==> config.mk <==
export PLATFORM = sky130hd
export DESIGN_NAME = modem_status_unit
export DESIGN_NICKNAME = d
export VERILOG_FILES = /design/src/rtl/mstat_pkg.sv /design/src/rtl/mstat_line_map.sv /design/src/rtl/mstat_delta_det.sv /design/src/rtl/modem_status_unit.sv
export SDC_FILE = /design/constraint.sdc
export NUM_CORES = 1
export LEC_CHECK = 0
export BUFFER_PORTS_ARGS = -buffer_cell sky130_fd_sc_hd__buf_4
export CORE_AREA = 5 5 42 44
export CTS_CLUSTER_DIAMETER = 80
export DETAILED_ROUTE_END_ITERATION = 7
export DIE_AREA = 0 0 47 49
export GPL_TIMING_DRIVEN = 0
export PLACE_DENSITY_LB_ADDON = 0.05
export SETUP_SLACK_MARGIN = 0.2
export SLEW_MARGIN = 20
export SYNTH_ARGS = -nofsm -noshare
export SYNTH_HDL_FRONTEND = slang
export SYNTH_SLANG_ARGS = --single-unit
==> constraint.sdc <==
create_clock -name clk -period 1.12 [get_ports clk]
set_input_delay 0 -clock clk [delete_from_list [all_inputs] [get_ports clk]]
set_output_delay 0 -clock clk [all_outputs]
set_load 0.03 [all_outputs]
==> src/rtl/mstat_pkg.sv <==
// Package: shared widths, field positions and the loopback crossover
// function for the modem-status generator.
// Assumes the control value is already masked to CTL_W bits by its owner.
package mstat_pkg;
    parameter int CTL_W  = 5;
    parameter int STAT_W = 8;
    parameter int HALF_W = STAT_W / 2;

    // Control field positions (the crossover depends on them)
    localparam int C_DTR  = 0;
    localparam int C_RTS  = 1;
    localparam int C_OUT1 = 2;
    localparam int C_OUT2 = 3;
    localparam int C_LOOP = 4;

    // Line-state positions within the upper half (offset by HALF_W)
    localparam int L_CTS = 0;
    localparam int L_DSR = 1;
    localparam int L_RI  = 2;
    localparam int L_DCD = 3;

    // Change-flag positions within the lower half
    localparam int D_CTS = 0;
    localparam int D_DSR = 1;
    localparam int D_RI  = 2;
    localparam int D_DCD = 3;

    typedef logic [HALF_W-1:0] nib_t;

    // Maps a control value to the four line states.
    function automatic nib_t ctl_to_lines(input logic [CTL_W-1:0] c);
        nib_t l;
        l = '0;
        if (c[C_LOOP]) begin
            l[L_CTS] = c[C_RTS];
            l[L_DSR] = c[C_DTR];
            l[L_RI]  = c[C_OUT1];
            l[L_DCD] = c[C_OUT2];
        end else begin
            l[L_DSR] = 1'b1;
            l[L_DCD] = 1'b1;
        end
        return l;
    endfunction
endpackage

==> src/rtl/mstat_line_map.sv <==
// Module: mstat_line_map
// Combinational crossover from the control value to the four line states.
// Assumes: ctl_val is stable whenever it is sampled by the status register.
module mstat_line_map
    import mstat_pkg::*;
(
    input  logic [CTL_W-1:0] ctl_val,
    output nib_t             lines
);
    // Purpose: apply loopback crossover or the fixed normal-mode levels
    always_comb begin
        lines = ctl_to_lines(ctl_val);
    end
endmodule

==> src/rtl/mstat_delta_det.sv <==
// Module: mstat_delta_det
// Compares the current line states with the incoming ones and raises the
// change flags a control write would set. It has no state of its own.
// Assumes: raise is consumed only when the write strobe is high.
module mstat_delta_det
    import mstat_pkg::*;
(
    input  nib_t cur_lines,
    input  nib_t new_lines,
    output nib_t raise
);
    localparam int N_LEVEL = 3;
    localparam int LVL_LINE [N_LEVEL] = '{L_CTS, L_DSR, L_DCD};
    localparam int LVL_FLAG [N_LEVEL] = '{D_CTS, D_DSR, D_DCD};

    logic [N_LEVEL-1:0] lvl_chg;

    // Purpose: level-change detection for CTS, DSR and DCD
    for (genvar g = 0; g < N_LEVEL; g++) begin : g_lvl
        assign lvl_chg[g] = cur_lines[LVL_LINE[g]] ^ new_lines[LVL_LINE[g]];
    end

    // Purpose: assemble flags, ring flag only on a falling edge
    always_comb begin
        raise = '0;
        for (int i = 0; i < N_LEVEL; i++) raise[LVL_FLAG[i]] = lvl_chg[i];
        raise[D_RI] = cur_lines[L_RI] & ~new_lines[L_RI];
    end
endmodule

==> src/rtl/modem_status_unit.sv <==
// Module: modem_status_unit (top)
// Holds the modem-status value. The line bits are replaced on control
// writes. The change flags are sticky, are set by writes and are cleared
// by reads. A read in the same cycle as a write clears only older flags.
// Assumes: ctl_wr and stat_rd are single-cycle strobes from a register
// file that samples stat_q during the stat_rd cycle.
module modem_status_unit
    import mstat_pkg::*;
(
    input  logic              clk,
    input  logic              rst_n,
    input  logic [CTL_W-1:0]  ctl_val,
    input  logic              ctl_wr,
    input  logic              stat_rd,
    output logic [STAT_W-1:0] stat_q,
    output logic              delta_pending
);
    nib_t lines_q, flags_q, lines_nx, raise;

    mstat_line_map u_map (
        .ctl_val (ctl_val),
        .lines   (lines_nx)
    );

    mstat_delta_det u_det (
        .cur_lines (lines_q),
        .new_lines (lines_nx),
        .raise     (raise)
    );

    // Purpose: status register update (reset, write, read-clear)
    always_ff @(posedge clk) begin
        if (!rst_n) begin
            lines_q <= lines_nx;
            flags_q <= '0;
        end else begin
            if (ctl_wr) lines_q <= lines_nx;
            flags_q <= (stat_rd ? '0 : flags_q) | (ctl_wr ? raise : '0);
        end
    end

    // Purpose: drive outputs
    assign stat_q        = {lines_q, flags_q};
    assign delta_pending = |flags_q;


    normal_lines_chk: assert property (@(posedge clk) disable iff (!rst_n)
        (ctl_wr && !ctl_val[C_LOOP]) |=> (stat_q[7:4] == 4'b1010));

    cts_flag_chk: assert property (@(posedge clk) disable iff (!rst_n)
        (ctl_wr && ctl_val[C_LOOP] && (ctl_val[C_RTS] != stat_q[4])) |=> stat_q[0]);

    ring_fall_chk: assert property (@(posedge clk) disable iff (!rst_n)
        (ctl_wr && stat_q[6] && !(ctl_val[C_LOOP] && ctl_val[C_OUT1])) |=> stat_q[2]);

    hold_chk: assert property (@(posedge clk) disable iff (!rst_n)
        (!ctl_wr && !stat_rd) |=> $stable(stat_q));

    read_clear_chk: assert property (@(posedge clk) disable iff (!rst_n)
        (stat_rd && !ctl_wr) |=> (stat_q[3:0] == 4'b0000));

    rd_wr_keep_chk: assert property (@(posedge clk) disable iff (!rst_n)
        (stat_rd && ctl_wr && !ctl_val[C_LOOP] && stat_q[6]) |=> stat_q[2]);
endmodule

# [Word level (Yosys, flattened, before mapping)]
# Index checks and enable logic that the tools add are counted.
[totals] ff_bits=8 latchBits=0 ram_bits=0 mem_bits_ro=0 inputBits=9 out_inout_bits=9 word_cells=18 memories=0
[op_classes] addsub=0 n_mul=0 div_mod_pow=0 magnitude_cmp=0 n_eq_ne=1 shift=0 mux=8 bitwise=6 n_reduce_logical=1
[op_table] op="2-to-1 mux 4 bit" n=4
[op_table] op="2-to-1 mux 1 bit" n=4
[op_table] op="bitwise OR 4 bit" n=1
[op_table] op="OR reduction 4 bit" n=1
[op_table] op="XOR 1 bit" n=3
[op_table] op="!= test 2 x 1 -> 1 bit, second input constant" n=1
[op_table] op="bitwise AND 1 bit" n=1
[op_table] op="NOT 1 bit" n=1

# [Depth between registers and ports, before layout]
[logic_depth] depth_word=5 mapped_depth=4 ltp_nobuf=3

# [Cells and area by module]
# From an unflattened synthesis, not the netlist that was laid out.
[hier_totals] hier_cells=30 hier_area_um2=342.8
[modules_own_cells] mod="modem_status_unit" n_inst=1 cells_per_inst=22 area_each_um2=285.3 seq_area_each_um2=200.2
[modules_own_cells] mod="mstat_delta_det" n_inst=1 cells_per_inst=4 area_each_um2=32.5 seq_area_each_um2=0.0
[modules_own_cells] mod="mstat_line_map" n_inst=1 cells_per_inst=4 area_each_um2=25.0 seq_area_each_um2=0.0

# [Least setup slack after synthesis]
# Ideal clock, no wire load.
[synth_path] path_kind="reg2out" from="reg flags_q[1]" to="out delta_pending" t_arrival_ns=1.112 required_ns=1.120 slack_ns=0.008 stages_incl_launch_ff=2 n_path_buf=0 cell_sequence="dfxtp_1 > or4_1"
[synth_via] elab_chain_cells=1
[synth_rtl] item="start: declaration" line="modem_status_unit.sv:18" source="nib_t lines_q, flags_q, lines_nx, raise;"
[synth_rtl] item="start signal: assignment" line="modem_status_unit.sv:38" source="flags_q <= (stat_rd ? '0 : flags_q) | (ctl_wr ? raise : '0);"
[synth_rtl] item="OR reduction 4 bit" line="modem_status_unit.sv:44" source="assign delta_pending = |flags_q;"
[synth_rtl] item="end: declaration" line="modem_status_unit.sv:16" source="output logic delta_pending"
# Every way passes these cells.

# [Final worst setup path]
[layout_path] from="reg flags_q[3]" to="out delta_pending"
# Same word-level chain as after synthesis.

==> impl_metrics.ini <==
[outcome]
run_status = finished with violations
violations = negative setup slack

[route]
detail_route.wl_per_cell_um = 11.7
first_pass_iters = 2
ant_nets = 0
vias_per_cell = 4.49
routed_via_count = 319
route.detailed.drc = 0
drt_first_iter_violations = 1
finalWirelength_um = 834

[global_routing]
first_global_vias = 286
antenna_violations_before_repair = 0
wire_length_of_the_first_global_routing_pass_um = 1260
overflow = 0
global_route.usage.total_pct = 8.01
grt_start_max_net_pins = 9

[logic_synthesis]
syn-num-nets = 41
yosysWarningCount = 0
syn_area_um2 = 348
netlist-cell-type-count = 14
syn-instance-count = 32
synth.avg_cell_area_um2 = 10.9
postSynthRegisterBits = 8
synth-seq-area-share_pct = 57.6

[clocking]
cts_buffer_depth = 2
clock_latency_ps = 250
htree_num_levels = 1
clock_tree.root_cell = clkbuf_4
tritoncts = done
clk_transition_reported_paths_ps = 60
cts_made_buffers = 3
cts-hold-fix-buffers = 0
tritoncts_num_sinks = 8

[timing]
timing.final.max_slew_violations = 0
maxClockFrequency_mhz = 807
finalCriticalPeriod_ps = 1240
slew_headroom_pct = 87.7
finalSetupViolCount = 1
max_slew.worst_pin.slew_ps = 185
fin_ws_ps = -119
rsz0062_at_grt = yes
timing.final.crit_share_pct = 111
worst_hold_slack_ps = 22.6
timing.setup.tns_ps = -119
final-hold-violation-count = 0
fin_skew_ps = 0.240

[layout]
multiInputGateArea_um2 = 139
final_cells = 71
area_growth_syn_to_layout_pct = 58.3
insertedDiodeCount = 0
layout.nets = 65
regArea_um2 = 206
drive_gt1_share_pct = 50.9
nFillCells = 147
design_area_um2 = 551

[floorplan]
die_width_um = 47
initial_core_util_pct = 24.8
die_area_um2 = 2300
io-pin-count = 18
core_um2 = 1400
rows = 14
die_y_um = 49

[pwr]
static-leakage-power_uw = 0.000240
power-per-cell-area_nw_per_um2 = 1420
total_chip_power_uw = 784
peakVddDrop_uv = 567

[worst_setup_path]
timing.critical_path.from_type = flop
timing.critical_path.cells = or4_4 -> buf_6
critical_path.slowest_cell = or4_4
wp_data_arrival_ps = 1240
critical_path_data_required_time_ps = 1120
critical_path.n_buffers_inverters = 1
worst-path-max-fanout = 2
critical_path_class = flop to output port
end_kind = output port
worst_path_dominant_cell_family = simple AND/OR/NAND/NOR gates
critical_path.max_stage_delay_ps = 520

[placement]
gp_routability_congestion = 0.703
hpwl_um = 671
postPlaceCellArea_um2 = 498
post-place-cells = 64
portBuffers = 16

[run]
maxCapViolations = 0

[worst_hold_path]
timing.hold.worst.class = input port to flop
## state kept, by name, indices dropped and copies added (netlist names)
register and count:
flags_q 4, lines_q 4
## power by group
group	internal (uW)	switching, uW
sequential	332	14.1
combinational	92.7	103
clock	137	106
## synthesized netlist by cell type
cell type	number	area, um2
dfxtp_1	4	80.1
edfxtp_1	4	120
a2bb2oi_1	1	8.76
inv_1	2	7.51
a31oi_1	3	18.8
buf_2	1	5.00
nand2b_1	3	18.8
nor2_1	1	3.75
nand4b_1	2	17.5
and2_1	1	6.26
nand3b_1	4	30.0
nand2_1	4	15.0
or4_1	1	7.51
and2_4	1	8.76
## tightest hold or removal path, stage by stage
cell,delay (ps)
buf_4,90
inv_1,60
nor2_1,90
## cell type report
cell class,count,share of cell area [%]
flip-flops and latches,8,37.5
repair buffers,19,26.6
multi-input cells,21,25.2
clock buffers,4,4.77
well taps,16,3.64
inverters,2,1.36
plain buffers,1,0.909
## placed cells by master, fill, tap and decap left out
cell	Yosys	routed
and2_1	1	1
nand2b_1	3	3
nand3b_1	4	4
buf_6	0	1
buf_4	0	18
nand2_1	4	4
inv_1	2	2
dfxtp_4	0	1
a2bb2oi_1	1	1
dfxtp_2	0	2
and2_4	1	1
edfxtp_1	4	4
nor2_1	1	1
or4_4	0	1
clkbuf_1	0	1
clkbuf_4	0	3
a31oi_1	3	3
dfxtp_1	4	1
buf_2	1	1
nand4b_1	2	2
## metrics by stage
stage	setup WS (ps)	util (%)
2_1_floorplan	157	-
3_3_place_gp	104	35.5
3_5_place_dp	102	35.5
4_1_cts	-136	38.8
5_1_grt	-142	39.3
6_report	-119	39.3
## path summary, 6_finish.rpt
| check | startpoint | end | slack [ps] | cells past startpoint |
|---|---|---|---|---|
| setup / recovery | flags_q[3] | delta_pending | -120 | 2 |
| hold / removal | rst_n | flags_q[2] | 20 | 3 |
| setup reg to reg | lines_q[1] | flags_q[1] | 340 | 2 |
| hold reg to reg | flags_q[1] | flags_q[1] | 510 | 2 |
## repair_timing
action	CTS	global route
endpoints found under the hold margin	0	0
pin swaps	1	0
endpoints found under the setup margin	1	1
gates resized for setup	1	0
buffers inserted	2	1
## metal layers
layer	vias to the layer above	wire, um	track usage (%)
li1	162	-	-
met1	145	369	10.1
met2	10	400	10.6
met3	2	60	2.21
met4	0	4	6.91
met5	-	0	0
## cells by family after synthesis
logic type / after synthesis / synth area share [%]
simple gates: 17 / 30.9
flops: 8 / 57.6
compound gates: 4 / 7.91
buf+inv: 3 / 3.60
No activity file was read; power rests on OpenSTA's default activity.
